## src/rtl/exc_pkg.sv

```systemverilog
// Shared constants for the exception entry unit: mode codes, exception
// type codes and vector offsets. Assumes modes live in status bits [4:0].
package exc_pkg;
    localparam int MODE_W    = 5;
    localparam int NUM_BANKS = 5;

    localparam logic [MODE_W-1:0] MD_USER = 5'h10;
    localparam logic [MODE_W-1:0] MD_SUSR = 5'h1F;
    localparam logic [MODE_W-1:0] MD_PRIV = 5'h13;
    localparam logic [MODE_W-1:0] MD_TRAP = 5'h17;
    localparam logic [MODE_W-1:0] MD_EXTN = 5'h1B;
    localparam logic [MODE_W-1:0] MD_INTR = 5'h12;

    typedef enum logic [2:0] {
        EX_PCALL = 3'd0,
        EX_IABT  = 3'd1,
        EX_DABT  = 3'd2,
        EX_IRQ   = 3'd3
    } exc_kind_e;

    localparam logic [7:0] OFS_PCALL = 8'h08;
    localparam logic [7:0] OFS_IABT  = 8'h0C;
    localparam logic [7:0] OFS_DABT  = 8'h10;
    localparam logic [7:0] OFS_IRQ   = 8'h18;
endpackage

```

## src/rtl/exc_bank_map.sv

```systemverilog
// Mode-to-bank decoder. Several modes may share one bank; an unknown
// mode code clears ok. Purely combinational.
module exc_bank_map
    import exc_pkg::*;
#(
    parameter int NBANK  = NUM_BANKS,
    localparam int BIDX_W = $clog2(NBANK)
) (
    input  logic [MODE_W-1:0] mode,
    output logic [BIDX_W-1:0] idx,
    output logic              ok
);
    // Decode a mode code into its bank index.
    always_comb begin
        ok  = 1'b1;
        idx = '0;
        case (mode)
            MD_USER, MD_SUSR: idx = BIDX_W'(0);
            MD_PRIV:          idx = BIDX_W'(1);
            MD_TRAP:          idx = BIDX_W'(2);
            MD_EXTN:          idx = BIDX_W'(3);
            MD_INTR:          idx = BIDX_W'(4);
            default:          ok  = 1'b0;
        endcase
    end
endmodule

```

## src/rtl/exc_vector.sv

```systemverilog
// Exception type decoder: picks the target mode and vector address.
// The high-vector bit adds a fixed base. Unknown types clear ok.
module exc_vector
    import exc_pkg::*;
#(
    parameter int DATA_W = 32,
    parameter logic [DATA_W-1:0] HIGH_BASE = 32'hFFFF_0000
) (
    input  logic [2:0]        kind,
    input  logic              hivec,
    output logic [MODE_W-1:0] tgt_mode,
    output logic [DATA_W-1:0] vec_addr,
    output logic              ok
);
    logic [7:0] ofs;

    // Map each known exception type onto its mode and offset.
    always_comb begin
        ok       = 1'b1;
        tgt_mode = MD_USER;
        ofs      = '0;
        case (kind)
            EX_PCALL: begin tgt_mode = MD_PRIV; ofs = OFS_PCALL; end
            EX_IABT:  begin tgt_mode = MD_TRAP; ofs = OFS_IABT;  end
            EX_DABT:  begin tgt_mode = MD_TRAP; ofs = OFS_DABT;  end
            EX_IRQ:   begin tgt_mode = MD_INTR; ofs = OFS_IRQ;   end
            default:  ok = 1'b0;
        endcase
    end

    // Relocate the vector when the high-vector bit is set.
    always_comb begin
        vec_addr = DATA_W'(ofs) + (hivec ? HIGH_BASE : '0);
    end
endmodule

```

## src/rtl/exc_bank_store.sv

```systemverilog
// Banked copies of r29, r30 and saved status, one set per bank.
// One write port and one read port; a read of the bank being written
// in the same cycle returns the write data.
module exc_bank_store #(
    parameter int DATA_W = 32,
    parameter int NBANK  = 5,
    localparam int BIDX_W = $clog2(NBANK)
) (
    input  logic              clk,
    input  logic              rst_n,
    input  logic              wr_en,
    input  logic [BIDX_W-1:0] wr_idx,
    input  logic [DATA_W-1:0] wr_r29,
    input  logic [DATA_W-1:0] wr_r30,
    input  logic [DATA_W-1:0] wr_bsr,
    input  logic [BIDX_W-1:0] rd_idx,
    output logic [DATA_W-1:0] rd_r29,
    output logic [DATA_W-1:0] rd_r30,
    output logic [DATA_W-1:0] rd_bsr
);
    logic [DATA_W-1:0] bk_r29 [NBANK];
    logic [DATA_W-1:0] bk_r30 [NBANK];
    logic [DATA_W-1:0] bk_bsr [NBANK];

    for (genvar g = 0; g < NBANK; g++) begin : g_bank
        // Store one bank's copies when it is the write target.
        always_ff @(posedge clk) begin
            if (!rst_n) begin
                bk_r29[g] <= '0;
                bk_r30[g] <= '0;
                bk_bsr[g] <= '0;
            end else if (wr_en && (int'(wr_idx) == g)) begin
                bk_r29[g] <= wr_r29;
                bk_r30[g] <= wr_r30;
                bk_bsr[g] <= wr_bsr;
            end
        end
    end

    // Read the selected bank, forwarding a same-cycle write.
    always_comb begin
        rd_r29 = '0;
        rd_r30 = '0;
        rd_bsr = '0;
        if (wr_en && (wr_idx == rd_idx)) begin
            rd_r29 = wr_r29;
            rd_r30 = wr_r30;
            rd_bsr = wr_bsr;
        end else begin
            for (int i = 0; i < NBANK; i++) begin
                if (int'(rd_idx) == i) begin
                    rd_r29 = bk_r29[i];
                    rd_r30 = bk_r30[i];
                    rd_bsr = bk_bsr[i];
                end
            end
        end
    end

    AST_WR_IN_RANGE: assert property (@(posedge clk) disable iff (!rst_n)
        wr_en |-> (int'(wr_idx) < NBANK));
endmodule

```

## src/rtl/exc_entry.sv

```systemverilog
// Exception entry and register banking. Takes an exception or plain
// mode-switch request, performs the bank transfer and produces the new
// status, PC, r29, r30 and saved status one cycle later with a done
// pulse. Assumes at most one operation per cycle; an exception wins
// over a simultaneous switch. Unknown codes give err and no change.
module exc_entry
    import exc_pkg::*;
#(
    parameter int DATA_W      = 32,
    parameter int IRQ_OFF_BIT = 7,
    parameter logic [DATA_W-1:0] HIGH_BASE = 32'hFFFF_0000,
    localparam int BIDX_W     = $clog2(NUM_BANKS)
) (
    input  logic              clk,
    input  logic              rst_n,
    input  logic              exc_req,
    input  logic [2:0]        exc_type,
    input  logic              sw_req,
    input  logic [MODE_W-1:0] sw_mode,
    input  logic              hivec,
    input  logic [DATA_W-1:0] cur_status,
    input  logic [DATA_W-1:0] cur_pc,
    input  logic [DATA_W-1:0] cur_r29,
    input  logic [DATA_W-1:0] cur_r30,
    input  logic [DATA_W-1:0] cur_bsr,
    output logic              done,
    output logic              err,
    output logic [DATA_W-1:0] out_status,
    output logic [DATA_W-1:0] out_pc,
    output logic [DATA_W-1:0] out_r29,
    output logic [DATA_W-1:0] out_r30,
    output logic [DATA_W-1:0] out_bsr
);
    logic [MODE_W-1:0] old_mode, exc_mode, tgt_mode;
    logic [BIDX_W-1:0] old_idx, new_idx;
    logic              old_ok, new_ok, type_ok, op_ok, go, same_mode, xfer;
    logic [DATA_W-1:0] vec_addr, rd_r29, rd_r30, rd_bsr;
    logic [DATA_W-1:0] ld_r29, ld_r30, ld_bsr, repl_status;
    logic [DATA_W-1:0] nx_status, nx_pc, nx_r29, nx_r30, nx_bsr;

    assign old_mode = cur_status[MODE_W-1:0];
    assign go       = exc_req || sw_req;

    exc_bank_map #(.NBANK(NUM_BANKS)) u_old_map (
        .mode (old_mode),
        .idx  (old_idx),
        .ok   (old_ok)
    );

    exc_vector #(.DATA_W(DATA_W), .HIGH_BASE(HIGH_BASE)) u_vec (
        .kind     (exc_type),
        .hivec    (hivec),
        .tgt_mode (exc_mode),
        .vec_addr (vec_addr),
        .ok       (type_ok)
    );

    // Choose the target mode: exception first, then plain switch.
    always_comb begin
        tgt_mode = exc_req ? exc_mode : sw_mode;
    end

    exc_bank_map #(.NBANK(NUM_BANKS)) u_new_map (
        .mode (tgt_mode),
        .idx  (new_idx),
        .ok   (new_ok)
    );

    // Qualify the request and decide whether a bank transfer happens.
    always_comb begin
        op_ok     = old_ok && new_ok && (!exc_req || type_ok);
        same_mode = (tgt_mode == old_mode);
        xfer      = go && op_ok && !same_mode;
    end

    exc_bank_store #(.DATA_W(DATA_W), .NBANK(NUM_BANKS)) u_store (
        .clk    (clk),
        .rst_n  (rst_n),
        .wr_en  (xfer),
        .wr_idx (old_idx),
        .wr_r29 (cur_r29),
        .wr_r30 (cur_r30),
        .wr_bsr (cur_bsr),
        .rd_idx (new_idx),
        .rd_r29 (rd_r29),
        .rd_r30 (rd_r30),
        .rd_bsr (rd_bsr)
    );

    // Pick banked or live values, then build the next register set.
    always_comb begin
        ld_r29      = same_mode ? cur_r29 : rd_r29;
        ld_r30      = same_mode ? cur_r30 : rd_r30;
        ld_bsr      = same_mode ? cur_bsr : rd_bsr;
        repl_status = {cur_status[DATA_W-1:MODE_W], tgt_mode};
        if (exc_req) begin
            nx_status              = repl_status;
            nx_status[IRQ_OFF_BIT] = 1'b1;
            nx_bsr                 = cur_status;
            nx_r30                 = cur_pc;
            nx_r29                 = ld_r29;
            nx_pc                  = vec_addr;
        end else begin
            nx_status = repl_status;
            nx_bsr    = ld_bsr;
            nx_r30    = ld_r30;
            nx_r29    = ld_r29;
            nx_pc     = cur_pc;
        end
    end

    // Register the outcome pulses and, on success, the new registers.
    always_ff @(posedge clk) begin
        if (!rst_n) begin
            done       <= 1'b0;
            err        <= 1'b0;
            out_status <= '0;
            out_pc     <= '0;
            out_r29    <= '0;
            out_r30    <= '0;
            out_bsr    <= '0;
        end else begin
            done <= go && op_ok;
            err  <= go && !op_ok;
            if (go && op_ok) begin
                out_status <= nx_status;
                out_pc     <= nx_pc;
                out_r29    <= nx_r29;
                out_r30    <= nx_r30;
                out_bsr    <= nx_bsr;
            end
        end
    end

    AST_ONE_OUTCOME: assert property (@(posedge clk) disable iff (!rst_n)
        !(done && err));
    AST_REQ_ANSWERED: assert property (@(posedge clk) disable iff (!rst_n)
        go |=> (done ^ err));
    AST_NO_SPURIOUS: assert property (@(posedge clk) disable iff (!rst_n)
        !go |=> !(done || err));
    AST_ERR_HOLDS: assert property (@(posedge clk) disable iff (!rst_n)
        err |-> ($stable(out_pc) && $stable(out_r29) && $stable(out_status)));
    AST_IRQ_MASKED: assert property (@(posedge clk) disable iff (!rst_n)
        (done && $past(exc_req)) |-> out_status[IRQ_OFF_BIT]);
    AST_RET_ADDR: assert property (@(posedge clk) disable iff (!rst_n)
        (done && $past(exc_req)) |-> (out_r30 == $past(cur_pc)));
    AST_SW_PC_KEPT: assert property (@(posedge clk) disable iff (!rst_n)
        (done && $past(sw_req && !exc_req)) |-> (out_pc == $past(cur_pc)));
endmodule

```

## config.mk

```make
export PLATFORM = sky130hd
export DESIGN_NAME = exc_entry
export DESIGN_NICKNAME = d
export VERILOG_FILES = /design/src/rtl/exc_pkg.sv /design/src/rtl/exc_bank_map.sv /design/src/rtl/exc_vector.sv /design/src/rtl/exc_bank_store.sv /design/src/rtl/exc_entry.sv
export SDC_FILE = /design/constraint.sdc
export NUM_CORES = 1
export LEC_CHECK = 0
export BUFFER_PORTS_ARGS = -buffer_cell sky130_fd_sc_hd__buf_2
export CORE_ASPECT_RATIO = 2
export CORE_MARGIN = 8
export CORE_UTILIZATION = 50
export CTS_BUF_LIST = sky130_fd_sc_hd__clkbuf_4
export DETAILED_ROUTE_END_ITERATION = 8
export PLACE_DENSITY = 0.79
export SETUP_SLACK_MARGIN = 0.2
export SYNTH_ARGS = -nofsm -noshare
export SYNTH_HDL_FRONTEND = slang
export SYNTH_HIERARCHICAL = 1
export SYNTH_SLANG_ARGS = --single-unit
export TNS_END_PERCENT = 30
```

## constraint.sdc

```tcl
create_clock -name clk -period 19 [get_ports clk]
set_input_delay 0 -clock clk [delete_from_list [all_inputs] [get_ports clk]]
set_output_delay 0 -clock clk [all_outputs]
set_load 0.1 [all_outputs]
```

==> results.md, run 1 <==
* Sink Count at 642
* Post-CTS Resized at 0
* Placed cells at 3683
* Number of flops mapped to enable cells by yosys at 480
* DRT Wirelength at 109000 um
* Max Cap Viol at 0
* H-tree levels at 4
* Comb power frac at 0.134
* Top-count cell post-synth: and2_1
* Remaining global-route overflow at 0
* Critical path's slowest cell: buf_4
* Die Height at 368 um
* First-pass GRT wire length at 163000 um
* Sequential area share after synthesis at 0.570
* Flop pwr share at 0.494
* Worst EP required at 19.82 ns
* Setup TNS at 0 ns
* GP Congestion at 0.840
* Worst path cell trace: dlygate4sd3_1 -> buf_4 -> buf_4 -> mux2_2 -> or3b_1 -> nor3_4 -> buf_4 -> nor2b_4 -> buf_4 -> a2bb2oi_1 -> o22a_1 -> o21ai_0 -> o21ai_1 -> a21oi_1 -> dlygate4sd3_1
* VDD IR max at 0.0000778 V
* #FFs+latches synth at 642
* CP Max Fanout at 78
* Commonest register cell after synthesis: edfxtp_1
* Drt drc at 0
* Placed standard-cell area at 32700 um^2
* Vias per cell at 6.22
* Most used cell, CP: buf_4
* RSZ-0062 raised after global routing: no
* Fin util at 0.623
* Outcome: finished, final reports clean
* Worst R2R Path Depth at 7
* Initial core utilization at 0.503
* Crit path capture type: flop
* Skew final at 0.0503 ns
* Register area at 17700 um^2
* Power Dens Cells at 83.5 nW/um^2
* Wire length per cell at 25.2 um
* Layout fillers at 4651
* Worst hold path type: input port to flop
* Largest net degree at the start of global routing at 98
* Tcrit/Tclk final at 0.323
* Data arrival time of the critical path at 6.96 ns
* Top Ports at 335
* P_leak at 15.0 nW
* FFs w/ async S/R, synth at 0
* Detailed-route via count at 26893
* Mapped Cells at 2804
* Detailed placement HPWL at 60000 um
* Critical Path Start Type: input port
* Core ar. at 61700 um^2
* Post-Layout Cell Count at 4327
* Layout net count at 3586
* Switch share at 0.269
* Syn-to-layout area delta at 24.0%
* Clock Root Buffer: clkbuf_4
* Hold Crit Depth at 6
* Clk pwr share at 0.372
* Vias in the first global route at 28192
* Cell variety after synth at 53
* Pre-CTS WS at 13.16 ns
* Setup bufs post-CTS at 0
* Fin area at 38400 um^2
* DRT Pass-1 Iters at 8
* Total GRT Usage at 0.300
* Internal power at 2.34 mW
* Share of cells above drive strength 1 at 0.187
* Share of the synthesized area in the top cell type at 0.465
* Synthesis warning total at 6
* Worst-skew pair later-pin latency at 0.97 ns
* CTS tree: built
* CP max stage delay at 0.99 ns
* Overall power at 3.21 mW
* Final Hold Violating Endpoints at 0
* Reg clk slew, reported paths at 0.07 ns
* Slew headroom at 0.107
* Die Wd at 192 um
* Die ar. at 70700 um^2
* P_sw at 0.864 mW
* Number of antenna violations at the first check in global routing at 5
* Area of the multi-input gates at 12000 um^2
* Fmax at 163 MHz
* Setup CP Type: input port to flop
* Setup ws final at 12.86 ns
* IO Port Bufs at 334
* Hold WS at 0.0849 ns
* Final min period at 6.14 ns
* Post-route ant nets at 0
* Maximum clock path buffer count at 3
* Cell Rows at 129
* Max-slew violation count at 0
* Clock buffer count from CTS at 145
* Ranking of synthesized cells by area: edfxtp_1 47%, dfxtp_1 10%, and2_1 9.7%
* Worst-Margin Slew at 1.34 ns
* Cell taking the most area after synthesis: edfxtp_1
* Post-Syn Area per Cell at 11.1 um^2
* Starting DRT DRC Count at 3281
* Setup violators final at 0
* Mapped cell area at 31000 um^2
* Synth top cells by count: 481 x and2_1, 480 x edfxtp_1, 231 x o21ai_0, 175 x nand2_1, 162 x dfxtp_1
[area by class of cell]
class,instances,share of cell area
Sequential cell,642,0.460
Antenna cell,7,0.000456
Tap cell,786,0.0256
Timing Repair Buffer,741,0.147
Clock buffer,211,0.0412
Clock inverter,57,0.0114
Multi-Input combinational cell,1875,0.314
Inverter,8,0.000782
[timing repair]
item                       CTS  global route
hold endpoints to repair   702             0
setup endpoints to repair    0             0
hold buffers               369             0
[sequential cells by signal, indices dropped and copies added, names as in the netlist]
signal / cells
out_bsr: 32
out_pc: 32
out_r30: 32
err: 1
out_r29: 32
u_store/bk_r30: 160
out_status: 32
u_store/bk_bsr: 160
u_store/bk_r29: 160
done: 1
[cells by family (layout without fill, tap and decap cells)]
family / count (synthesis) / count (layout) / share of synthesized area
flops: 642 / 642 / 0.570
mux: 134 / 134 / 0.0443
other cells: 2 / 22 / 0.000242
buf+inv: 300 / 1017 / 0.0473
xor+xnor: 11 / 11 / 0.00335
compound gates: 834 / 834 / 0.176
simple gates: 881 / 881 / 0.159
[final timing paths]
check                                     end                           startpoint  slack [ns]
setup / recovery     out_r29[17]$_SDFFE_PN0P_                              exc_req       12.86
setup reg to reg     out_r29[17]$_SDFFE_PN0P_  u_store/bk_r29[0][17]$_SDFFCE_PN0P_       17.10
hold reg to reg   out_status[11]$_SDFFE_PN0P_          out_status[11]$_SDFFE_PN0P_        0.47
hold / removal       out_r30[26]$_SDFFE_PN0P_                          cur_r30[26]        0.08
[cells in the final DEF (no fill, tap or decap), types with 8 or more instances in the layout]
| cell type | instances |
|---|---|
| a2bb2oi_1 | 96 |
| a31oi_1 | 96 |
| o21ai_0 | 228 |
| clkinv_2 | 9 |
| o21ai_1 | 80 |
| clkbuf_4 | 211 |
| edfxtp_1 | 480 |
| o211a_1 | 32 |
| a21oi_1 | 100 |
| o22a_1 | 95 |
| buf_2 | 332 |
| buf_4 | 39 |
| nor2_1 | 110 |
| dlygate4sd3_1 | 369 |
| clkinv_1 | 35 |
| nand2_1 | 173 |
| a21boi_0 | 26 |
| o211ai_1 | 64 |
| nand3b_1 | 64 |
| conb_1 | 15 |
| nand2_2 | 10 |
| bufinv_16 | 8 |
| and2_1 | 481 |
| mux2i_1 | 128 |
| dfxtp_1 | 162 |
| o21ai_2 | 10 |
[worst max-delay path: cells and delay by family]
kind	cells	cell delay [ns]
mux	1	0.48
buf+inv	6	4.00
simple gates	3	1.61
compound gates	5	0.79
[layer usage]
layer  track usage  part of all wire  wire (um)
met5             0                 0          0
met4         0.179             0.055       6040
met3        0.0775              0.11      12400
met2         0.499              0.49      53000
met1         0.340              0.34      37500
[power by group through the flow]
stage               combinational, mW  clock, mW  sequential, mW
floorplan                       0.194          0            1.66
global placement                0.346          0            1.61
detailed placement              0.353          0            1.61
CTS                             0.416       1.20            1.58
global route                    0.449       1.26            1.59
finish                          0.430       1.19            1.58
No activity file was read; power rests on OpenSTA's default activity.
==> run 2, diff against run 1 <==
--- a/config.mk
+++ b/config.mk
@@ -11,7 +11,7 @@
 export CORE_UTILIZATION = 50
 export CTS_BUF_LIST = sky130_fd_sc_hd__clkbuf_4
 export DETAILED_ROUTE_END_ITERATION = 8
-export PLACE_DENSITY = 0.79
+export PLACE_DENSITY = 0.81
 export SETUP_SLACK_MARGIN = 0.2
 export SYNTH_ARGS = -nofsm -noshare
 export SYNTH_HDL_FRONTEND = slang
==> constraint.sdc (replaced) <==
create_clock -name clk -period 5.56 [get_ports clk]
set_input_delay 0 -clock clk [delete_from_list [all_inputs] [get_ports clk]]
set_output_delay 0 -clock clk [all_outputs]
set_load 0.1 [all_outputs]
==> run 2 against run 1 <==
Net effect:
- clock power increased to 3.4 times the previous value
- sequential power increased to 3.4 times the previous value
- first-iteration DRC count decreased by 7.5%
- clock-buffer cell count decreased by 4
- final cell count increased by 0.60%
- die area unchanged
- power increased to 3.4 times the previous value
- clock skew decreased by 0.016 ns
- via count decreased by 0.33%
==> results.md, run 2 (synthesis results as in run 1) <==
* Fmax at 230 MHz
* Max Cap Viol at 0
* Wire length per cell at 25.0 um
* Post-route ant nets at 0
* Worst r2r src: u_store/bk_bsr[0][5]$_SDFFCE_PN0P_
* Hold WS at 0.0456 ns
* Hold Crit Depth at 3
* Setup CP Type: input port to flop
* CP Max Fanout at 37
* Slew headroom at 0.256
* First-pass GRT wire length at 163000 um
* Setup ws final at 1.21 ns
* Power Dens Cells at 282 nW/um^2
* Skew final at 0.0342 ns
* IO Port Bufs at 334
* CTS Hold Bufs at 382
* Clock Root Buffer: clkbuf_4
* Detailed-route via count at 26804
* GP Congestion at 0.821
* Worst-skew pair later-pin latency at 0.92 ns
* RSZ-0062 raised after global routing: no
* Tcrit/Tclk final at 0.783
* Post-CTS Resized at 0
* Worst-Margin Slew at 1.12 ns
* Total GRT Usage at 0.300
* Worst Hold Endpoint: u_store/bk_bsr[2][15]$_SDFFCE_PN0P_
* Worst hold path type: input port to flop
* CP max stage delay at 0.70 ns
* Overall power at 10.9 mW
* Most frequent cells in the layout: 481 x and2_1, 480 x edfxtp_1, 382 x dlygate4sd3_1, 332 x buf_2, 228 x o21ai_0
* Largest registers: u_store/bk_bsr (160), u_store/bk_r29 (160), u_store/bk_r30 (160)
* Die Height at 368 um
* Die Wd at 192 um
* Data arrival time of the critical path at 5.15 ns
* Final Hold Violating Endpoints at 0
* Final min period at 4.35 ns
* Worst R2R Path Depth at 7
* DRT Wirelength at 109000 um
* R2R Setup Slk at 3.69 ns
* Hold path start: cur_bsr[15]
* Worst EP required at 6.36 ns
* Layout net count at 3613
* Core ar. at 61700 um^2
* Most common cell after layout, fill and taps aside: and2_1
* P_leak at 15.1 nW
* Largest net degree at the start of global routing at 105
* Critical Path Start Type: input port
* Setup violators final at 0
* Clock buffer count from CTS at 144
* Starting DRT DRC Count at 3034
* Syn-to-layout area delta at 25.1%
* Drt drc at 0
* Worst path cell trace: dlygate4sd3_1 -> buf_4 -> mux2_2 -> o41ai_1 -> nand2_1 -> or2_2 -> a21oi_1 -> nand4_4 -> buf_4 -> o21ai_0 -> o21ai_0 -> o21ai_0 -> a21oi_1 -> dlygate4sd3_1
* Most used cell, CP: o21ai_0
* Top Ports at 335
* Detailed placement HPWL at 58400 um
* Placed cells at 3698
* VDD IR max at 0.000198 V
* Setup TNS at 0 ns
* Outcome: finished, final reports clean
* Post-Layout Cell Count at 4353
* Crit path capture type: flop
* Maximum clock path buffer count at 3
* Critical path's slowest cell: nand4_4
* Sink Count at 642
* CTS tree: built
* Worst reg2reg path endpoint: out_bsr[5]$_SDFFE_PN0P_
* Max-slew violation count at 0
* Vias per cell at 6.16
* Pre-CTS WS at 1.36 ns
* H-tree levels at 4
* Die ar. at 70700 um^2
* Reg clk slew, reported paths at 0.08 ns
* Share of cells above drive strength 1 at 0.188
* Setup bufs post-CTS at 0
* Cell Rows at 129
* Number of antenna violations at the first check in global routing at 5
* DRT Pass-1 Iters at 6
* Initial core utilization at 0.503
* Vias in the first global route at 28147
* Remaining global-route overflow at 0
[run 2: critical path: cells and delay by family]
| kind | cells | cell delay [ns] |
|---|---|---|
| buffers and inverters | 4 | 2.01 |
| AOI/OAI and AO/OA | 6 | 1.39 |
| and+or+nand+nor | 3 | 1.27 |
| muxes | 1 | 0.45 |
[run 2: how the worst max path moves through the flow]
stage | end | cells past startpoint | startpoint | slack [ns]
finish | out_bsr[6]$_SDFFE_PN0P_ | 14 | exc_req | 1.21
global route | out_bsr[6]$_SDFFE_PN0P_ | 14 | exc_req | 1.17
CTS | out_bsr[5]$_SDFFE_PN0P_ | 14 | exc_req | 1.43
global placement | u_store/bk_r29[3][23]$_SDFFCE_PN0P_ | 11 | exc_req | 1.43
detailed placement | u_store/bk_r30[3][24]$_SDFFCE_PN0P_ | 11 | exc_req | 1.36
floorplan | u_store/bk_bsr[1][0]$_SDFFCE_PN0P_ | 10 | exc_req | -1.42
[run 2: area by class of cell]
cell class | count | area, um^2
well taps | 786 | 983
flip-flops and latches | 642 | 17700
fillers | 4612 | 22900
diodes | 7 | 17.5
clock inverters | 59 | 422
clock buffers | 207 | 1550
multi-input cells | 1875 | 12000
inverters | 8 | 30.0
repair buffers | 769 | 6060
[run 2: routing by layer]
layer | global-route usage | share of wire | up-vias
li1 | - | - | 11513
met1 | 0.341 | 0.35 | 12850
met2 | 0.498 | 0.49 | 2005
met3 | 0.0779 | 0.11 | 436
met4 | 0.182 | 0.057 | 0
met5 | 0 | 0 | -
[run 2: power breakdown]
group          internal (mW)  switching, mW  leakage (nW)  total [mW]
Clock                   2.06           1.98          1.16        4.03
Sequential              5.34         0.0666          5.87        5.40
Combinational          0.548          0.948          8.12        1.50
[run 2: through the flow]
stage	instance area [um^2]	util
after floorplan	31000	-
after global placement	33000	0.535
after detailed placement	33000	0.535
after CTS	38800	0.629
after global routing	38800	0.629
final	38800	0.629
